File: src/rtl/framerPkg.sv
package framerPkg;
  parameter int WIDE_W    = 24;
  parameter int NARROW_W  = 16;
  parameter int NUM_WORDS = 4;
  localparam int BIT_IDX_W  = $clog2(WIDE_W);
  localparam int WORD_IDX_W = $clog2(NUM_WORDS);

  typedef enum logic [1:0] {ST_IDLE, ST_LEAD, ST_SHIFT} frState_t;

  typedef struct packed {
    logic                  load;
    logic                  busy;
    logic                  shiftOn;
    logic                  dual;
    logic [WORD_IDX_W-1:0] wordIdx;
    logic [BIT_IDX_W-1:0]  bitIdx;
  } dpCtl_t;
endpackage

File: src/rtl/framerCtl.sv
module framerCtl
  import framerPkg::*;
(
  input  logic       clk,
  input  logic       rstN,
  input  logic       sampleRdy,
  input  logic [1:0] modeSel,
  input  logic       dualOut,
  input  logic       wide24,
  output dpCtl_t     ctl,
  output logic       fsync0,
  output logic       fsync1,
  output logic       errFlag
);
  frState_t              state;
  logic [1:0]            cfgMode;
  logic                  cfgDual;
  logic                  cfgWide;
  logic [WORD_IDX_W-1:0] wordIdx;
  logic [BIT_IDX_W-1:0]  bitIdx;
  logic [WORD_IDX_W-1:0] lastWord;
  logic [BIT_IDX_W-1:0]  topBit;
  logic                  wordEnd;
  logic                  fsRaw;

  assign lastWord = cfgDual ? WORD_IDX_W'(NUM_WORDS / 2 - 1) : WORD_IDX_W'(NUM_WORDS - 1);
  assign topBit   = cfgWide ? BIT_IDX_W'(WIDE_W - 1) : BIT_IDX_W'(NARROW_W - 1);
  assign wordEnd  = (state == ST_SHIFT) && (bitIdx == '0);

  always_ff @(posedge clk) begin
    if (!rstN) begin
      state   <= ST_IDLE;
      cfgMode <= '0;
      cfgDual <= 1'b0;
      cfgWide <= 1'b0;
      wordIdx <= '0;
      bitIdx  <= '0;
      errFlag <= 1'b0;
    end else begin
      errFlag <= sampleRdy && (state != ST_IDLE);
      case (state)
        ST_IDLE: begin
          if (sampleRdy) begin
            state   <= ST_LEAD;
            cfgMode <= modeSel;
            cfgDual <= dualOut;
            cfgWide <= wide24;
          end
        end
        ST_LEAD: begin
          state   <= ST_SHIFT;
          wordIdx <= '0;
          bitIdx  <= topBit;
        end
        ST_SHIFT: begin
          if (bitIdx == '0) begin
            if (wordIdx == lastWord) begin
              state <= ST_IDLE;
            end else begin
              wordIdx <= wordIdx + 1'b1;
              bitIdx  <= topBit;
            end
          end else begin
            bitIdx <= bitIdx - 1'b1;
          end
        end
        default: state <= ST_IDLE;
      endcase
    end
  end

  always_comb begin
    case (cfgMode)
      2'd0:    fsRaw = (state == ST_LEAD);
      2'd1:    fsRaw = (state == ST_LEAD) || (!cfgDual && wordEnd && wordIdx == WORD_IDX_W'(1));
      2'd2:    fsRaw = (state == ST_LEAD) || (wordEnd && wordIdx != lastWord);
      default: fsRaw = (state != ST_IDLE);
    endcase
  end

  assign fsync0 = fsRaw;
  assign fsync1 = fsRaw && cfgDual;

  always_comb begin
    ctl.load    = (state == ST_IDLE) && sampleRdy;
    ctl.busy    = (state != ST_IDLE);
    ctl.shiftOn = (state == ST_SHIFT);
    ctl.dual    = cfgDual;
    ctl.wordIdx = wordIdx;
    ctl.bitIdx  = bitIdx;
  end
endmodule

File: src/rtl/framerDp.sv
module framerDp
  import framerPkg::*;
(
  input  logic              clk,
  input  logic              rstN,
  input  dpCtl_t            ctl,
  input  logic [WIDE_W-1:0] chAI,
  input  logic [WIDE_W-1:0] chAQ,
  input  logic [WIDE_W-1:0] chBI,
  input  logic [WIDE_W-1:0] chBQ,
  output logic              serOut0,
  output logic              serOut1
);
  logic [WIDE_W-1:0]     inWord  [NUM_WORDS];
  logic [WIDE_W-1:0]     wordReg [NUM_WORDS];
  logic [WORD_IDX_W-1:0] sel1;

  assign inWord[0] = chAI;
  assign inWord[1] = chAQ;
  assign inWord[2] = chBI;
  assign inWord[3] = chBQ;

  for (genvar w = 0; w < NUM_WORDS; w++) begin : g_word
    always_ff @(posedge clk) begin
      if (!rstN)         wordReg[w] <= '0;
      else if (ctl.load) wordReg[w] <= inWord[w];
    end
  end

  assign sel1    = WORD_IDX_W'(NUM_WORDS / 2) + ctl.wordIdx;
  assign serOut0 = ctl.busy && ctl.shiftOn && wordReg[ctl.wordIdx][ctl.bitIdx];
  assign serOut1 = ctl.busy && ctl.shiftOn && ctl.dual && wordReg[sel1][ctl.bitIdx];
endmodule

File: src/rtl/iqSerialFramer.sv
module iqSerialFramer
  import framerPkg::*;
(
  input  logic              clk,
  input  logic              rstN,
  input  logic              sampleRdy,
  input  logic [WIDE_W-1:0] chAI,
  input  logic [WIDE_W-1:0] chAQ,
  input  logic [WIDE_W-1:0] chBI,
  input  logic [WIDE_W-1:0] chBQ,
  input  logic [1:0]        modeSel,
  input  logic              dualOut,
  input  logic              wide24,
  output logic              serOut0,
  output logic              serOut1,
  output logic              fsync0,
  output logic              fsync1,
  output logic              errFlag
);
  dpCtl_t ctlStrb;

  framerCtl uCtl (
    .clk(clk), .rstN(rstN), .sampleRdy(sampleRdy), .modeSel(modeSel),
    .dualOut(dualOut), .wide24(wide24), .ctl(ctlStrb),
    .fsync0(fsync0), .fsync1(fsync1), .errFlag(errFlag)
  );

  framerDp uDp (
    .clk(clk), .rstN(rstN), .ctl(ctlStrb),
    .chAI(chAI), .chAQ(chAQ), .chBI(chBI), .chBQ(chBQ),
    .serOut0(serOut0), .serOut1(serOut1)
  );
endmodule

File: config.mk
export PLATFORM = sky130hd
export DESIGN_NAME = iqSerialFramer
export DESIGN_NICKNAME = d
export VERILOG_FILES = /design/src/rtl/framerPkg.sv /design/src/rtl/framerCtl.sv /design/src/rtl/framerDp.sv /design/src/rtl/iqSerialFramer.sv
export SDC_FILE = /design/constraint.sdc
export NUM_CORES = 1
export LEC_CHECK = 0
export BUFFER_PORTS_ARGS = -buffer_cell sky130_fd_sc_hd__buf_4
export CORE_MARGIN = 1
export CORE_UTILIZATION = 50
export CTS_BUF_LIST = sky130_fd_sc_hd__clkbuf_2
export CTS_CLUSTER_SIZE = 20
export DETAILED_ROUTE_END_ITERATION = 12
export GPL_TIMING_DRIVEN = 0
export PLACE_DENSITY = 0.73
export SYNTH_ARGS = -nofsm -noshare
export SYNTH_HDL_FRONTEND = slang
export SYNTH_HIERARCHICAL = 1
export SYNTH_SLANG_ARGS = --single-unit
File: constraint.sdc
create_clock -name clk -period 6.5 [get_ports clk]
set_clock_uncertainty 0.05 [all_clocks]
set_input_delay 1.3 -clock clk [delete_from_list [all_inputs] [get_ports clk]]
set_output_delay 1.3 -clock clk [all_outputs]
set_load 0.01 [all_outputs]
==> results_dict.tcl <==
set metrics [dict create \
    dp_hpwl_um 10800 \
    synthArstFlopShare_pct 0 \
    cts_hold_buffers 0 \
    post-synth-top-count-cell "and3_1" \
    r2r-start "uCtl/state[1]" \
    drv_slew 0 \
    clk_pin_slew_worst_paths_ns 0.30 \
    grt_pass1_vias 4295 \
    finalWirelength_um 14300 \
    drtIter0Drc 286 \
    hold_class "register to register" \
    critPathArrivalTime_ns 3.34 \
    area_delta_synth_final_pct 18.8 \
    reg2regPathDepth 7 \
    synth-seq-area-share_pct 53.2 \
    synth_top_cells_by_area "edfxtp_1, and3_1, mux4_1" \
    io_buffers 107 \
    syn_avg_cell_area_um2 13.1 \
    crit_path_start_kind "register" \
    synth_edf_count 96 \
    violations "design-rule violations" \
    num_io_pins 108 \
    fin_crit_sh_pct 72.1 \
    die-area_mm2 0.0123 \
    final-hold-violation-count 0 \
    cts_buffers 9 \
    drc_errors 9 \
    worstSetupPathType "register to output pin" \
    min_period_ns 4.69 \
    antenna_found_initial 0 \
    powerDensity_mw_per_mm2 224 \
    max_freq_mhz 213 \
    core_mm2 0.0115 \
    htree_levels 3 \
    timing.rr.end "uDp/wordReg[3][5]" \
    track_usage_pct 24.5 \
    ys_types 55 \
    nets 687 \
    worst_pin_slew_ns 0.582 \
    grt_pass1_wl_um 22500 \
    post_cts_buffers 0 \
    netlist_instances 455 \
    synthesis.nets 568 \
    overflow 0 \
    grt_max_degree 74 \
    p_leak_nw 3.06 \
    yosysTopAreaCell "edfxtp_1" \
    drt.antenna.violating_nets 0 \
    cts_tree "yes" \
    via_per_inst 5.87 \
    pre_cts_ws_ns 2.54 \
    clockBufferDepth 2 \
    synth_flop_cell "edfxtp_1" \
    post_cts_resized 0 \
    path_max_fanout 10 \
    finalSetupViolations 0 \
    cp.required_ns 5.15 \
    whs_ns 0.459 \
    drt-pass1-iter-count 9 \
    synthTopCellsByCount "and3_1, edfxtp_1, mux2i_1, nand2_1, clkbuf_1" \
    start_util_pct 51.6 \
    die_w_um 111 \
    place_congestion 0.873 \
    synth_area_mm2 0.00595 \
    grt_setup_unrepaired "false" \
    root_buffer "clkbuf_2" \
    worst_slack_ns 1.81 \
    dr_total_vias 4240 \
    p_total_w 0.00159 \
    vdd_drop_max_uv 166 \
    endpoint "serOut1" \
    final_layout_size_suffix_gt1_share_pct 27.6 \
    startpoint "uCtl/bitIdx[0]" \
    post_drt_wl_per_cell_um 19.8 \
    crit_path_end_kind "output pin" \
    drv_cap 0 \
    yosysTopAreaCellShare_pct 48.5 \
    rrSetupSlack_ns 3.64 \
    rows 39 \
    diodes 0 \
    ys_seq_elements 110 \
    fin_setup_tns_ns 0 \
    insertion_delay_ns 0.63 \
    ys_warn_count 6 \
    status "finished, violations left" \
    cts.sinks 110 \
    die_h_um 111 \
    relSlewSlack_pct 61.2 \
]
state kept, by name, summed over array words and instances (netlist names):
| name | cells |
|---|---|
| uDp/wordReg | 96 |
| uCtl/bitIdx | 5 |
| uCtl/cfgMode | 2 |
| uCtl/state | 2 |
| uCtl/wordIdx | 2 |
| uCtl/cfgDual | 1 |
| uCtl/cfgWide | 1 |
| uCtl/errFlag | 1 |
layer usage:
layer	track usage (%)	vias up	wire (µm)
met3	5.47	9	684
met1	30.5	2063	6060
met5	0	-	0
met4	5.86	0	172
met2	43.4	141	7410
li1	-	2027	-
how the worst min path moves through the flow:
stage                         start  cells after the start               to  slack [ns]
finish              uCtl/cfgMode[0]                      2  uCtl/cfgMode[0]        0.46
global route          uCtl/state[1]                      2    uCtl/state[1]        0.49
CTS                 uCtl/cfgMode[1]                      2  uCtl/cfgMode[1]        0.47
detailed placement  uCtl/cfgMode[1]                      2  uCtl/cfgMode[1]        0.44
global placement      uCtl/state[1]                      2    uCtl/state[1]        0.41
floorplan             uCtl/state[1]                      2    uCtl/state[1]        0.40
cell usage in the layout (no fill, tap or decap), drive strengths merged, types with 10 or more instances in the layout:
cell type	instances
and3	97
mux4	29
clkbuf	32
a21oi	15
mux2i	32
nand2	30
ha	10
inv	20
edfxtp	96
buf	121
dfxtp	14
per-stage QoR:
stage | cell area, µm² | utilization [%] | std cells
floorplan | 5950 | - | 455
global placement | 6930 | 60.2 | 705
detailed placement | 6960 | 60.5 | 706
CTS | 7060 | 61.3 | 722
global route | 7060 | 61.3 | 722
finish | 7060 | 61.3 | 722
layout make-up:
| class | count | area (µm²) |
|---|---|---|
| well taps | 143 | 179 |
| inverters | 16 | 60.1 |
| multi-input cells | 293 | 2540 |
| repair buffers | 108 | 831 |
| clock buffers | 9 | 45.0 |
| fillers | 901 | 4450 |
| plain buffers | 36 | 194 |
| flip-flops and latches | 110 | 3160 |
| clock inverters | 7 | 56.3 |
report_power, final:
part	leakage [nW]	switching, W	total (W)	internal [W]
Combinational	1.85	0.000202	0.000386	0.000184
Sequential	1.15	0.0000512	0.000908	0.000857
Clock	0.0642	0.000234	0.000291	0.0000575
Total	3.06	0.000487	0.00159	0.00110
critical path, cell delays in order, from the launching register on:
cell     delay (ns)
dfxtp_1        0.45
buf_2          0.28
buf_2          0.37
buf_2          0.33
mux4_2         0.37
mux2i_1        0.14
nor2_1         0.05
nor4_1         0.43
o31ai_2        0.12
buf_4          0.16
cells by family after synthesis:
kind of cell | synth area share, %
buf+inv | 4.27
xor+xnor | 0.147
flops | 53.2
mux | 17.6
fa+ha+maj | 2.10
simple gates | 16.3
compound gates | 6.38
(Power assumes the default switching activity.)
